===== src/rtl/cpc_pkg.sv =====
package cpc_pkg;
  typedef enum logic [3:0] {
    ST_IDLE, ST_CMD, ST_ADDR, ST_DATA, ST_CONF, ST_SCMD, ST_SRD, ST_SCHK
  } cpc_state_e;

  localparam logic [7:0] OP_LOAD     = 8'h80;
  localparam logic [7:0] OP_CACHE_GO = 8'h15;
  localparam logic [7:0] OP_FINAL_GO = 8'h10;
  localparam logic [7:0] OP_STATUS   = 8'h70;

  localparam int SB_CACHE_RDY = 6;
  localparam int SB_ARRAY_RDY = 5;
  localparam int SB_FAIL_PREV = 1;
  localparam int SB_FAIL_CUR  = 0;
  localparam int ADDR_CYCLES  = 5;
endpackage


===== src/rtl/cpc_addr_gen.sv =====
module cpc_addr_gen #(
  parameter int ROW_W = 19
) (
  input  logic [2:0]       idx,
  input  logic [ROW_W-1:0] row,
  output logic [7:0]       abyte
);
  logic [23:0] row_ext;
  assign row_ext = 24'(row);

  always_comb begin
    case (idx)
      3'd2:    abyte = row_ext[7:0];
      3'd3:    abyte = row_ext[15:8];
      3'd4:    abyte = row_ext[23:16];
      default: abyte = 8'h00;
    endcase
  end
endmodule


===== src/rtl/cpc_status_eval.sv =====
module cpc_status_eval
  import cpc_pkg::*;
(
  input  logic [7:0] status,
  input  logic       final_pg,
  output logic       ready,
  output logic       fail_seen
);
  assign ready     = final_pg ? status[SB_ARRAY_RDY] : status[SB_CACHE_RDY];
  assign fail_seen = status[SB_FAIL_CUR] | status[SB_FAIL_PREV];
endmodule


===== src/rtl/cpc_cache_prog.sv =====
module cpc_cache_prog
  import cpc_pkg::*;
#(
  parameter int PAGE_BYTES      = 8640,
  parameter int PAGES_PER_BLOCK = 128,
  parameter int BLOCK_W         = 12
) (
  input  logic                                clk,
  input  logic                                rst_n,
  input  logic                                start,
  input  logic [BLOCK_W-1:0]                  start_block,
  input  logic [$clog2(PAGES_PER_BLOCK)-1:0]  start_page,
  input  logic [$clog2(PAGES_PER_BLOCK):0]    page_count,
  input  logic                                s_valid,
  output logic                                s_ready,
  input  logic [7:0]                          s_data,
  output logic                                nand_cle,
  output logic                                nand_ale,
  output logic                                nand_we,
  output logic                                nand_re,
  output logic [7:0]                          nand_dout,
  input  logic [7:0]                          nand_din,
  output logic                                busy,
  output logic                                done,
  output logic                                run_fail,
  output logic                                err_sticky,
  output logic                                reject
);
  localparam int PG_W   = $clog2(PAGES_PER_BLOCK);
  localparam int CNT_W  = PG_W + 1;
  localparam int ROW_W  = BLOCK_W + PG_W;
  localparam int BYTE_W = $clog2(PAGE_BYTES + 1);
  localparam logic [BYTE_W-1:0] LAST_BYTE = BYTE_W'(PAGE_BYTES - 1);
  localparam logic [CNT_W:0]    PG_LIMIT  = (CNT_W+1)'(PAGES_PER_BLOCK);

  cpc_state_e          state;
  logic [BLOCK_W-1:0]  block_q;
  logic [PG_W-1:0]     page_q;
  logic [CNT_W-1:0]    left_q;
  logic [2:0]          aidx;
  logic [BYTE_W-1:0]   bcnt;
  logic                last_pg;
  logic                start_ok;
  logic [CNT_W:0]      end_pg;
  logic [7:0]          addr_byte;
  logic                st_ready;
  logic                st_fail;

  assign end_pg   = (CNT_W+1)'(start_page) + (CNT_W+1)'(page_count);
  assign start_ok = (page_count != '0) && (end_pg <= PG_LIMIT);
  assign last_pg  = (left_q == CNT_W'(1));

  cpc_addr_gen #(.ROW_W(ROW_W)) u_addr (
    .idx   (aidx),
    .row   ({block_q, page_q}),
    .abyte (addr_byte)
  );

  cpc_status_eval u_stat (
    .status    (nand_din),
    .final_pg  (last_pg),
    .ready     (st_ready),
    .fail_seen (st_fail)
  );

  always_ff @(posedge clk or negedge rst_n) begin
    if (!rst_n) begin
      state      <= ST_IDLE;
      block_q    <= '0;
      page_q     <= '0;
      left_q     <= '0;
      aidx       <= '0;
      bcnt       <= '0;
      done       <= 1'b0;
      reject     <= 1'b0;
      run_fail   <= 1'b0;
      err_sticky <= 1'b0;
    end else begin
      done   <= 1'b0;
      reject <= 1'b0;
      case (state)
        ST_IDLE: begin
          if (start) begin
            if (start_ok) begin
              block_q  <= start_block;
              page_q   <= start_page;
              left_q   <= page_count;
              run_fail <= 1'b0;
              state    <= ST_CMD;
            end else begin
              reject <= 1'b1;
            end
          end
        end
        ST_CMD: begin
          aidx  <= '0;
          state <= ST_ADDR;
        end
        ST_ADDR: begin
          if (aidx == 3'(ADDR_CYCLES - 1)) begin
            bcnt  <= '0;
            state <= ST_DATA;
          end else begin
            aidx <= aidx + 3'd1;
          end
        end
        ST_DATA: begin
          if (s_valid) begin
            bcnt <= bcnt + BYTE_W'(1);
            if (bcnt == LAST_BYTE) state <= ST_CONF;
          end
        end
        ST_CONF: state <= ST_SCMD;
        ST_SCMD: state <= ST_SRD;
        ST_SRD:  state <= ST_SCHK;
        ST_SCHK: begin
          if (st_ready) begin
            if (st_fail) begin
              run_fail   <= 1'b1;
              err_sticky <= 1'b1;
            end
            if (last_pg) begin
              done  <= 1'b1;
              state <= ST_IDLE;
            end else begin
              page_q <= page_q + PG_W'(1);
              left_q <= left_q - CNT_W'(1);
              state  <= ST_CMD;
            end
          end else begin
            state <= ST_SRD;
          end
        end
        default: state <= ST_IDLE;
      endcase
    end
  end

  assign busy     = (state != ST_IDLE);
  assign s_ready  = (state == ST_DATA);
  assign nand_cle = (state == ST_CMD) || (state == ST_CONF) || (state == ST_SCMD);
  assign nand_ale = (state == ST_ADDR);
  assign nand_re  = (state == ST_SRD);
  assign nand_we  = nand_cle || nand_ale || ((state == ST_DATA) && s_valid);

  always_comb begin
    case (state)
      ST_CMD:  nand_dout = OP_LOAD;
      ST_ADDR: nand_dout = addr_byte;
      ST_DATA: nand_dout = s_data;
      ST_CONF: nand_dout = last_pg ? OP_FINAL_GO : OP_CACHE_GO;
      ST_SCMD: nand_dout = OP_STATUS;
      default: nand_dout = 8'h00;
    endcase
  end
endmodule


===== config.mk =====
export PLATFORM = sky130hd
export DESIGN_NAME = cpc_cache_prog
export DESIGN_NICKNAME = d
export VERILOG_FILES = /design/src/rtl/cpc_pkg.sv /design/src/rtl/cpc_addr_gen.sv /design/src/rtl/cpc_status_eval.sv /design/src/rtl/cpc_cache_prog.sv
export SDC_FILE = /design/constraint.sdc
export NUM_CORES = 1
export LEC_CHECK = 0
export BUFFER_PORTS_ARGS = -buffer_cell sky130_fd_sc_hd__buf_2
export CAP_MARGIN = 10
export CORE_UTILIZATION = 56
export CTS_CLUSTER_SIZE = 10
export DETAILED_ROUTE_END_ITERATION = 8
export PLACE_DENSITY_LB_ADDON = 0.3
export SETUP_SLACK_MARGIN = 0.05
export SLEW_MARGIN = 10
export SYNTH_ARGS = -nofsm -noshare
export SYNTH_HDL_FRONTEND = slang
export SYNTH_HIERARCHICAL = 1
export SYNTH_SLANG_ARGS = --single-unit

===== constraint.sdc =====
create_clock -name clk -period 3.3 [get_ports clk]
set_input_delay 0.165 -clock clk [delete_from_list [all_inputs] [get_ports clk]]
set_output_delay 0.165 -clock clk [all_outputs]
set_load 0.02 [all_outputs]

==> Word level (Yosys, flattened, before mapping) <==
Cells that the tools add are included.
{ "op_classes": {"magnitude_cmp": 1, "bitwise": 1, "reduce_logical": 19, "n_mux": 38, "eq_ne": 21, "n_addsub": 5} }
{ "ops": {"columns": ["operator", "n"], "rows": [
  ["$pmux 8 s5", 1],
  ["$mux 8", 4],
  ["$pmux 4 s8", 1],
  ["$mux 14", 2],
  ["$mux 7", 4],
  ["$pmux 14 s2", 1],
  ["$mux 4", 6],
  ["$pmux 8 s3", 1],
  ["$eq 4x3->1 const B", 4],
  ["$pmux 8 s2", 1],
  ["$reduce_and 5->1", 3],
  ["$add 14x1->14 const B", 1],
  ["$eq 14x14->1 const B", 1],
  ["$ne 2x2->1 const B", 7],
  ["$pmux 7 s2", 1],
  ["$mux 1", 12],
  ["$add 7x8->9", 1],
  ["$le 9x8->1 const B", 1],
  ["$reduce_and 3->1", 3],
  ["$eq 4x2->1 const B", 2],
  ["$eq 8x1->1 const B", 1],
  ["$reduce_bool 8->1", 1],
  ["$sub 8x1->8 const B", 1],
  ["$add 7x1->7 const B", 1],
  ["other kinds (15)", 24]
]} }
{ "totals": {"in_bits": 47, "output_inout_bits": 18, "wordCells": 95, "register_bits": 52} }

==> Logic depth before layout (Yosys ltp) <==
Gate-level depths: netlist (run 1).
{ "depth": {"depth_word": 6, "depth_mapped": 11, "mapped_depth_nobuf": 11} }

==> By module <==
The synthesis (run 1) kept the hierarchy.
{ "modules_own_cells": {"columns": ["module", "cells_per_inst", "area_per_inst_um2", "n_inst", "seq_area_each_um2"], "rows": [
  ["cpc_cache_prog", 353, 3231.8, 1, 1276.2],
  ["cpc_addr_gen", 20, 161.4, 1, 0.0],
  ["cpc_status_eval", 2, 21.3, 1, 0.0]
]} }

==> Worst setup path after synthesis (run 1) <==
OpenSTA, ideal clock, no wires.
{ "synth_path": {"path_kind": "in2reg", "from": "in start_page[0]", "to": "reg block_q[11]", "required_ns": 3.173, "stages": 9, "setup_ns": 0.127, "n_path_buf": 1, "path_slack_ns": 0.768, "arrival_time_ns": 2.404, "cell_sequence": "ha_1 fa_1 a21o_1 a221oi_2 xnor2_1 o32a_4 nor2_8 buf_6 mux2_1"} }
{ "synth_via": {"elab_chain_len": 4} }
{ "synth_rtl": {"columns": ["element", "line_no", "text"], "rows": [
  ["start: declaration", "cpc_cache_prog.sv:12", "input logic [$clog2(PAGES_PER_BLOCK)-1:0] start_page,"],
  ["$add 7x8->9", "cpc_cache_prog.sv:49", "assign end_pg = (CNT_W+1)'(start_page) + (CNT_W+1)'(page_count);"],
  ["$le 9x8->1", "cpc_cache_prog.sv:50", "assign start_ok = (page_count != '0) && (end_pg <= PG_LIMIT);"],
  ["$logic_and 1x1->1", "cpc_cache_prog.sv:50", null],
  ["$reduce_and 3->1 (no line)", null, null],
  ["end signal: assignment", "cpc_cache_prog.sv:85", "block_q <= start_block;"],
  ["end: declaration", "cpc_cache_prog.sv:37", "logic [BLOCK_W-1:0] block_q;"]
]} }
No other way between the ends.
A chain may end at the register's enable or synchronous reset.

==> Worst setup path in the final report (run 1) <==
{ "layout_path": {"from": "reg left_q[2]", "to": "reg page_q[0]"} }
{ "layout_via": {"elab_chain_len": 4, "elab_cells_between_ends": 5, "cone_classes": "eq/ne (3); mux (1); reduce/logical (1)"} }
{ "layout_rtl": {"columns": ["element", "line_no", "text"], "rows": [
  ["start: declaration", "cpc_cache_prog.sv:39", "logic [CNT_W-1:0] left_q;"],
  ["start signal: assignment", "cpc_cache_prog.sv:87", "left_q <= page_count;"],
  ["start signal: assignment", "cpc_cache_prog.sv:127", "left_q <= left_q - CNT_W'(1);"],
  ["$eq 8x1->1", "cpc_cache_prog.sv:51", "assign last_pg = (left_q == CNT_W'(1));"],
  ["net last_pg", "cpc_cache_prog.sv:42", "logic last_pg;"],
  ["$mux 1", "cpc_status_eval.sv:9", "assign ready = final_pg ? status[SB_ARRAY_RDY] : status[SB_CACHE_RDY];"],
  ["net st_ready", "cpc_cache_prog.sv:46", "logic st_ready;"],
  ["$ne 2x2->1 (no line)", null, null],
  ["$reduce_and 5->1 (no line)", null, null],
  ["end signal: assignment", "cpc_cache_prog.sv:86", "page_q <= start_page;"],
  ["end signal: assignment", "cpc_cache_prog.sv:126", "page_q <= page_q + PG_W'(1);"],
  ["end: declaration", "cpc_cache_prog.sv:38", "logic [PG_W-1:0] page_q;"]
]} }
The timed path passes the listed nets, and every way through them passes these cells.

==> impl_metrics.py, run 1 <==
metrics = {
    "status": {
        "run_status": "complete, but fails checks",
        "failed_checks": "design-rule violations",
    },
    "route": {
        "starting_drc_count_in_detailed_routing": 265,
        "route.detailed.vias_per_inst": 6.193,
        "routed_wl_um": 8260,
        "post-route-drc-count": 1,
        "drt-pass1-iter-count": 7,
        "avgRoutedWirePerCell_um": 16.23,
        "final_antenna_net_count": 0,
        "via_count": 3152,
    },
    "layout": {
        "final_nets": 494,
        "area.sequential_um2": 1276,
        "combined_area_of_the_multi_input_logic_cells_um2": 2017,
        "postLayoutCellArea_um2": 3905,
        "final_layout_size_suffix_gt1_share_pct": 20.28,
        "layout.cells.most_common": "buf_2",
        "n_antenna_cell": 0,
        "most-common-layout-cells": "60 x buf_2, 51 x dfrtp_1, 36 x nor2_1",
        "area_delta_synth_final_pct": 14.36,
        "fillCellCount": 499,
    },
    "pwr": {
        "power.share.switching_pct": 27.74,
        "pwr-share-comb_pct": 15.9,
        "leakagePower_nw": 1.907,
        "cellPowerDensity_nw_per_um2": 353.6,
        "part_of_the_power_in_the_clock_network_pct": 34.3,
        "seq_power_share_pct": 49.8,
        "highest_ir_drop_seen_on_vdd_mv": 0.3161,
        "total_power_w": 0.001381,
        "p_int_w": 0.0009977,
        "p_sw_w": 0.0003830,
    },
    "grt": {
        "track_usage_pct": 27.40,
        "grt.busiest_layer": "met2",
        "global_route_wire_length_before_repair_um": 13700,
        "global_route.usage.met1_pct": 35.05,
        "grt.met2_usage_pct": 46.32,
        "grt_remaining_overflow": 0,
        "grt_start_max_net_pins": 36,
        "global_routing_usage_on_met3_pct": 4.886,
        "grt_pass1_vias": 3034,
        "grt_antenna_before_repair": 0,
    },
    "timing": {
        "layout_worst_path_cycle_share_pct": 87.50,
        "finalCriticalPeriod_ns": 2.887,
        "drv_slew": 0,
        "achievable-frequency_mhz": 346.3,
        "setup_viol_count_final": 0,
        "final_count_of_hold_timing_violations": 0,
        "postLayoutSetupSlackWorst_ns": 0.4125,
        "slew_margin_rel_pct": 46.79,
        "rsz0062_at_grt": "no",
        "skew_ns": 0.007847,
        "timing.setup.tns_ns": 0,
        "tightest_slew_ns": 0.7981,
    },
    "yosys": {
        "dominant_combinational_cell_family_by_area_after_synthesis": "simple AND/OR/NAND/NOR gates",
        "synth_nets": 436,
        "synth_cells": 375,
        "synth_sequential_area_ratio_pct": 37.38,
        "synthDistinctLibCells": 59,
        "postSynth.asyncResetShare_pct": 100.0,
        "yosys_register_bits": 51,
        "yosys_most_used_dff": "dfrtp_1",
        "synth_edf_count": 0,
        "synth_area_per_cell_um2": 9.105,
        "mappedNetlistArea_um2": 3415,
        "synth_mux_area_share_pct": 10.30,
        "synth_compound_area_share_pct": 19.49,
        "synth-adder-area-share_pct": 5.350,
        "synth_xor_area_share_pct": 2.822,
        "simple_gate_share_of_the_synthesized_area_pct": 21.11,
        "synthesis.yosys.warnings": 6,
    },
    "place": {
        "io_buffers": 60,
        "dp_slack_ns": 0.4436,
        "dpl_hpwl_um": 6270,
        "routabilityCongestion": 0.8506,
        "postPlaceCellArea_um2": 3774,
    },
    "setup_path": {
        "worst_path_required_ns": 3.55,
        "r2r-end": "page_q[0]",
        "critical_path.reg2reg.startpoint": "left_q[2]",
        "worstSetupEndpointType": "register",
        "setup.reg_to_reg.worst_slack_ns": 0.41,
        "worst_setup_path_startpoint": "left_q[2]",
        "critical_path.startpoint_type": "register",
        "crit_arrival_ns": 3.14,
        "critPathKind": "reg2reg",
        "crit_fanout": 5,
        "timing.critical_path.to": "page_q[0]",
        "number_of_cell_instances_on_the_worst_register_to_register_path": 10,
    },
    "floorplan": {
        "core.rowCount": 28,
        "die-width_um": 80.09,
        "core_region_area_um2": 5886,
        "floorplan.initialDensity_pct": 58.01,
        "i_o_pin_total": 65,
        "die_area_um2": 6414,
        "die_height_um": 80.09,
    },
    "clock_tree": {
        "htree_num_levels": 2,
        "clock_tree_from_tritoncts": "built",
        "hold_buffers": 1,
        "worst_setup_hold_path_clk_slew_ns": 0.10,
        "clock_insertion_delay_worst_skew_ns": 0.31,
        "clk_root_buffer_cell": "clkbuf_8",
        "cts.sink_count": 51,
        "cts-resized-gates": 0,
        "clock_path_buffers": 2,
        "post_cts_buffers": 0,
        "tritoncts.num_buffers": 5,
    },
    "hold_path": {
        "hold_path_class": "in2reg",
    },
    "job": {
        "drv_cap": 0,
    },
}
==> cell usage after synthesis (10+ instances only) <==
library cell	count	area share (%)
nor3_1	13	1.9
mux2i_1	19	5.6
nand3_1	17	2.5
o21ai_0	23	3.4
a21oi_1	22	3.2
nor2_1	36	4.0
inv_1	12	1.3
nand2_1	30	3.3
clkbuf_1	10	1.1
dfrtp_1	51	37
ha_1	13	4.8
nand4_1	11	2.0
==> power groups by stage <==
stage / logic (W) / registers [W] / clock network [W]
final: 0.000220 / 0.000687 / 0.000474
after global routing: 0.000245 / 0.000692 / 0.000506
after CTS: 0.000220 / 0.000687 / 0.000476
after detailed placement: 0.000219 / 0.000700 / 0
after global placement: 0.000212 / 0.000698 / 0
after floorplan: 0.000141 / 0.000692 / 0
==> metal layers <==
| metal | wire, um | part of all wire [%] |
|---|---|---|
| met1 | 3603 | 44 |
| met2 | 4056 | 49 |
| met3 | 468 | 5.7 |
| met4 | 132 | 1.6 |
| met5 | 0 | 0 |
==> worst min-delay path by stage <==
stage	startpoint	to	cells after the start
final	start_block[8]	block_q[8]	2
after global routing	start_block[6]	block_q[6]	2
after CTS	start_block[8]	block_q[8]	2
after detailed placement	rst_n	done	1
after global placement	rst_n	done	1
after floorplan	rst_n	aidx[0]	0
==> registers in the layout, summed over array words and instances, names as in the netlist <==
name	cells
bcnt	14
block_q	12
left_q	8
state	3
run_fail	1
reject	1
err_sticky	1
aidx	3
done	1
page_q	7
==> logic make-up after synthesis <==
family | Yosys count
AOI/OAI and AO/OA | 96
xor gates and xnor gates | 11
adders and majority gates | 14
buffers and inverters | 28
DFF | 51
muxes | 33
and+or+nand+nor | 142
==> through the flow <==
step | hold slack [ns] | instances | utilization [%]
2_1_floorplan | -0.1306 | 375 | -
3_3_place_gp | 0.2964 | 500 | 64.12
3_5_place_dp | 0.3048 | 500 | 64.12
4_1_cts | 0.06115 | 509 | 66.35
5_1_grt | 0.06708 | 509 | 66.35
6_report | 0.06177 | 509 | 66.35
==> area by class of cell <==
| cell class | count | area share [%] |
|---|---|---|
| repair buffers | 66 | 8.907 |
| inverters | 13 | 1.250 |
| multi-input cells | 296 | 51.65 |
| clock inverters | 2 | 0.9933 |
| well taps | 75 | 2.403 |
| flip-flops and latches | 51 | 32.68 |
| clock buffers | 6 | 2.115 |
==> critical path, cell delays in order (launching register included) <==
cell,delay [ns]
dfrtp_1,0.44
nor4_1,0.59
nand3_1,0.25
inv_1,0.19
mux2_4,0.21
nand3_1,0.13
a311o_1,0.45
nand2_1,0.13
o21ai_0,0.09
o21ai_0,0.18
o311a_1,0.17
Power figures use the tool's default switching activity.
==> run 2: changes to the inputs <==
- CELL_PAD_IN_SITES_DETAIL_PLACEMENT: not set -> 1
- CELL_PAD_IN_SITES_GLOBAL_PLACEMENT: not set -> 2
- CORE_UTILIZATION: 56 -> 34
==> run 2 against run 1 <==
Die area up 63%. Critical path depth unchanged. Sequential share of layout area down 0.72 points. Fmax up 9.5%. Clock power down 7.8%. Design area up 2.2%. Non-clock buffer count up 4. Via count down 0.67%. First-iteration DRC count down 67%. The flow now finishes without violations.
==> impl_metrics.py, run 2 (synthesis gave the netlist of run 1 again) <==
metrics = {
    "status": {
        "run_status": "finished, final reports clean",
    },
    "setup_path": {
        "r2r-end": "page_q[6]",
        "crit_fanout": 5,
        "setup.reg_to_reg.worst_slack_ns": 0.66,
        "worstSetupEndpointType": "register",
        "critical_path.startpoint_type": "register",
        "critical_path.reg2reg.startpoint": "left_q[2]",
        "number_of_cell_instances_on_the_worst_register_to_register_path": 10,
        "crit_arrival_ns": 2.85,
        "critPathKind": "reg2reg",
        "worst_path_required_ns": 3.52,
    },
    "layout": {
        "postLayoutCellArea_um2": 3993,
        "area_delta_synth_final_pct": 16.93,
        "most-common-layout-cells": "60 x buf_2, 51 x dfrtp_1, 36 x nor2_1",
        "layout.cells.most_common": "buf_2",
        "n_antenna_cell": 0,
        "final_layout_size_suffix_gt1_share_pct": 20.82,
        "reg_with_most_ffs": "bcnt",
        "final_nets": 498,
        "largest_register_ff_count": 14,
        "reg.largest.list": "bcnt x14, block_q x12, left_q x8",
    },
    "grt": {
        "global_route_wire_length_before_repair_um": 16480,
        "grt_pass1_vias": 3223,
        "grt_remaining_overflow": 0,
        "grt_start_max_net_pins": 32,
        "track_usage_pct": 20.34,
        "grt_antenna_before_repair": 0,
    },
    "route": {
        "avgRoutedWirePerCell_um": 17.14,
        "post-route-drc-count": 0,
        "routed_wl_um": 9770,
        "starting_drc_count_in_detailed_routing": 87,
        "route.detailed.vias_per_inst": 5.493,
        "final_antenna_net_count": 0,
        "via_count": 3131,
        "drt-pass1-iter-count": 4,
    },
    "place": {
        "dpl_hpwl_um": 7438,
        "io_buffers": 60,
        "postPlaceCellArea_um2": 3876,
        "routabilityCongestion": 0.8030,
    },
    "timing": {
        "drv_slew": 0,
        "skew_ns": 0.007584,
        "slew_margin_rel_pct": 61.57,
        "rsz0062_at_grt": "no",
        "achievable-frequency_mhz": 379.2,
        "final_count_of_hold_timing_violations": 0,
        "timing.setup.tns_ns": 0,
        "finalCriticalPeriod_ns": 2.637,
        "tightest_slew_ns": 0.5764,
        "setup_viol_count_final": 0,
        "layout_worst_path_cycle_share_pct": 79.91,
        "fin_hold_ws_ns": 0.07167,
    },
    "pwr": {
        "cellPowerDensity_nw_per_um2": 338.3,
        "leakagePower_nw": 1.915,
        "highest_ir_drop_seen_on_vdd_mv": 0.1570,
        "p_sw_w": 0.0003791,
        "p_int_w": 0.0009716,
        "part_of_the_power_in_the_clock_network_pct": 32.4,
        "seq_power_share_pct": 50.8,
        "power.share.switching_pct": 28.07,
        "pwr-share-comb_pct": 16.8,
    },
    "floorplan": {
        "core.rowCount": 36,
        "floorplan.initialDensity_pct": 34.93,
        "die-width_um": 102.2,
        "i_o_pin_total": 65,
        "core_region_area_um2": 9774,
        "die_height_um": 102.2,
        "die_area_um2": 10450,
    },
    "clock_tree": {
        "post_cts_buffers": 0,
        "clock_insertion_delay_worst_skew_ns": 0.30,
        "htree_num_levels": 2,
        "cts.sink_count": 51,
        "worst_setup_hold_path_clk_slew_ns": 0.10,
        "tritoncts.num_buffers": 5,
        "clk_root_buffer_cell": "clkbuf_8",
        "clock_path_buffers": 2,
        "cts-resized-gates": 0,
        "clock_tree_from_tritoncts": "built",
        "hold_buffers": 1,
    },
    "hold_path": {
        "timing.hold.worst_endpoint": "block_q[11]",
        "hold_path_class": "in2reg",
        "holdPathStages": 2,
        "min_from": "start_block[11]",
    },
    "job": {
        "drv_cap": 0,
    },
}
## run 2: cell count changes in the layout (fill, tap and decap cells not counted), sizes merged
cell / previous run / this run
buf: 65 / 69
clkbuf: 6 / 5
clkinvlp: 0 / 1
inv: 13 / 12
## run 2: through the flow
step / std cells / setup slack, ns / power (W) / utilization, %
after floorplan: 375 / 0.7681 / 0.0008328 / -
after global placement: 562 / 0.4900 / 0.0009196 / 39.66
after detailed placement: 562 / 0.4577 / 0.0009252 / 39.66
after CTS: 570 / 0.6375 / 0.001369 / 40.85
after global routing: 570 / 0.3631 / 0.001420 / 40.85
final: 570 / 0.6629 / 0.001351 / 40.85
## run 2: power groups by stage
stage,Sequential (W),Clock (W),Combinational (W)
4_1_cts,0.000687,0.000453,0.000229
3_5_place_dp,0.000699,0,0.000226
5_1_grt,0.000691,0.000474,0.000254
6_report,0.000687,0.000437,0.000227
2_1_floorplan,0.000692,0,0.000141
3_3_place_gp,0.000698,0,0.000222
## run 2: worst max-delay path: stages (launching register included)
cell,delay (ns)
dfrtp_1,0.45
nor4_1,0.30
buf_4,0.17
nand3_1,0.15
inv_1,0.17
mux2_4,0.20
nand3_1,0.14
a311o_1,0.46
nor2_1,0.19
a41oi_1,0.14
a22oi_1,0.19
## run 2: area by class of cell
| cell class | count | area [um2] |
|---|---|---|
| timing repair buffer | 70 | 377.9 |
| tap | 133 | 166.4 |
| inverter | 13 | 48.80 |
| clock buffer | 5 | 68.82 |
| sequential | 51 | 1276 |
| clock inverter | 2 | 37.54 |
| fill | 1189 | 5782 |
| multi-input combinational | 296 | 2017 |
## run 2: worst max path at each step
stage,start,to,slack [ns],cells past startpoint
floorplan,start_page[0],block_q[11],0.77,9
global placement,start_page[0],block_q[10],0.49,9
detailed placement,start_page[0],page_q[6],0.46,9
CTS,left_q[2],page_q[6],0.64,10
global route,left_q[2],page_q[6],0.36,10
finish,left_q[2],page_q[6],0.66,10
## run 2: routing by layer
metal / share of wire (%) / track usage (%)
met1: 50 / 28.44
met2: 47 / 33.61
met3: 3.1 / 2.941
met4: 0.69 / 3.846
met5: 0 / 0
==> run 3: changes to the inputs <==
- CORE_UTILIZATION: 34 -> 31
- clock period: 3.3 -> 2.18 ns (I/O delays scaled with it)
==> run 3 against run 2 <==
Critical path depth rose by 1. The flow now finishes with violations (negative setup slack). Sequential power up 51%. Setup slack got worse by 0.74 ns. Non-clock buffer count up 58. Clock-buffer cell count grew 1. Die area grew 9.5%.
==> impl_metrics.py, run 3 (synthesis gave the netlist of run 1 again) <==
metrics = {
    "timing": {
        "achievable-frequency_mhz": 442.1,
        "tightest_slew_ns": 0.6922,
        "rsz0062_at_grt": "yes",
        "postLayoutSetupSlackWorst_ns": -0.08213,
        "setup_viol_count_final": 23,
        "finalCriticalPeriod_ns": 2.262,
        "skew_ns": 0.008648,
        "fin_hold_ws_ns": 0.02516,
        "slew_margin_rel_pct": 53.85,
        "layout_worst_path_cycle_share_pct": 103.8,
        "drv_slew": 0,
        "final_count_of_hold_timing_violations": 0,
    },
    "grt": {
        "track_usage_pct": 19.77,
        "grt_start_max_net_pins": 52,
        "grt_antenna_before_repair": 0,
        "grt_pass1_vias": 3552,
        "global_route_wire_length_before_repair_um": 17660,
        "grt_remaining_overflow": 0,
    },
    "setup_path": {
        "critical_path.top_delay_family": "compound AO/OA/AOI/OAI gates",
        "crit_arrival_ns": 2.52,
        "cp.buffers_inverters": 2,
        "critPathMaxStageDelay_ns": 0.43,
        "crit_fanout": 4,
        "slowest_stage": "dfrtp_1",
        "critPathKind": "reg2reg",
        "critical_path.startpoint_type": "register",
        "critical_path.cell_chain": "nor4_4 > nand3_2 > inv_2 > mux2_4 > nand3_4 > buf_6 > a311o_2 > nand2_2 > o21ai_1 > o21ai_1 > o311a_1",
        "worst-path-stages": 11,
        "worst_path_required_ns": 2.43,
        "worstSetupEndpointType": "register",
        "path_common_cell": "o21ai_1",
        "number_of_cell_instances_on_the_worst_register_to_register_path": 11,
    },
    "route": {
        "route.detailed.vias_per_inst": 5.325,
        "via_count": 3371,
        "final_antenna_net_count": 0,
        "post-route-drc-count": 0,
        "drt-pass1-iter-count": 4,
        "avgRoutedWirePerCell_um": 17.40,
        "routed_wl_um": 11010,
        "starting_drc_count_in_detailed_routing": 163,
    },
    "layout": {
        "area_delta_synth_final_pct": 36.83,
        "reg.largest.list": "bcnt x14, block_q x12, left_q x8",
        "area.sequential_um2": 1277,
        "layout.cells.most_common": "buf_4",
        "final_layout_size_suffix_gt1_share_pct": 36.22,
        "most-common-layout-cells": "63 x buf_4, 58 x buf_2, 50 x dfrtp_1",
        "combined_area_of_the_multi_input_logic_cells_um2": 2237,
        "n_antenna_cell": 0,
        "largest_register_ff_count": 14,
        "fillCellCount": 1243,
        "post-route-util_pct": 44.46,
        "final_nets": 557,
        "reg_with_most_ffs": "bcnt",
    },
    "place": {
        "routabilityCongestion": 0.8978,
        "dpl_hpwl_um": 8396,
        "io_buffers": 60,
    },
    "pwr": {
        "leakagePower_nw": 2.246,
        "total_power_w": 0.002057,
        "cellPowerDensity_nw_per_um2": 440.3,
        "highest_ir_drop_seen_on_vdd_mv": 0.2821,
    },
    "floorplan": {
        "die_height_um": 107.0,
        "core.rowCount": 37,
        "die_area_um2": 11440,
        "i_o_pin_total": 65,
        "core_region_area_um2": 10510,
        "floorplan.initialDensity_pct": 32.49,
        "die-width_um": 107.0,
    },
    "clock_tree": {
        "tritoncts.num_buffers": 5,
        "worst_setup_hold_path_clk_slew_ns": 0.10,
        "clk_root_buffer_cell": "clkbuf_8",
        "clock_insertion_delay_worst_skew_ns": 0.31,
        "clock_path_buffers": 2,
        "cts.sink_count": 51,
        "htree_num_levels": 2,
        "clock_tree_from_tritoncts": "built",
    },
    "hold_path": {
        "holdPathStages": 2,
        "hold_path_class": "in2reg",
    },
    "status": {
        "run_status": "complete, but fails checks",
        "failed_checks": "negative setup slack",
    },
    "job": {
        "drv_cap": 0,
    },
}
## run 3: changes by cell type in the layout (fill, tap and decap cells not counted), sizes merged
cell	before	now
clkbuf	5	6
clkinv	1	2
buf	69	127
nor2	37	38
bufinv	1	0
## run 3: metal layers
metal | part of all wire, % | vias up | track usage (%)
met1 | 44 | 1672 | 24.50
met5 | 0 | - | 0
met3 | 2.9 | 9 | 2.857
met2 | 52 | 58 | 36.13
met4 | 0.74 | 0 | 4.207
li1 | - | 1632 | -
## run 3: metrics by stage
stage               std cells  setup slack, ns  cell area (um2)  TNS, ns
detailed placement        617          -0.4432             4350   -10.53
floorplan                 375          -0.1095             3487  -0.7726
CTS                       629          -0.1340             4533   -1.822
global route              633          -0.1789             4672   -2.403
global placement          617          -0.3566             4350   -8.323
finish                    633         -0.08213             4672  -0.7208
## run 3: worst reg2reg max path: stages (launching register included)
cell and delay, ns:
dfrtp_1 0.43, nor4_4 0.31, nand3_2 0.12, inv_2 0.09, mux2_4 0.18, nand3_4 0.07
buf_6 0.13, a311o_2 0.39, nand2_2 0.11, o21ai_1 0.07, o21ai_1 0.12, o311a_1 0.18
## run 3: area by class of cell
| type | count | area share (%) |
|---|---|---|
| multi-input cells | 297 | 47.88 |
| flip-flops and latches | 51 | 27.34 |
| repair buffers | 128 | 18.26 |
| well taps | 136 | 3.642 |
| clock buffers | 6 | 1.553 |
| inverters | 13 | 1.044 |
| clock inverters | 2 | 0.2678 |
## run 3: repair_timing
action                                  in CTS  in global routing
pin swaps                                   11                 17
endpoints found under the setup margin      28                 38
hold endpoints to repair                    51                  0
resized for setup                           18                 23
setup buffers                                2                  4
gates cloned                                 1                  0
hold buffers                                 1                  0
## run 3: where the power goes
group          leakage [nW]  switching (W)  internal (W)  total (W)
Combinational          1.52       0.000244      0.000216   0.000460
Sequential            0.687      0.0000527      0.000989    0.00104
Clock                0.0412       0.000330      0.000225   0.000555
Total                  2.25       0.000626       0.00143    0.00206
## run 3: final timing paths
check | from | to | slack [ns]
setup / recovery | left_q[5] | left_q[0] | -0.08
hold / removal | start_block[4] | block_q[4] | 0.03
setup reg to reg | left_q[5] | left_q[0] | -0.08
hold reg to reg | err_sticky | err_sticky | 0.50
max in group asynchronous | rst_n | state[1] | 1.24
min in group asynchronous | rst_n | bcnt[6] | 0.45
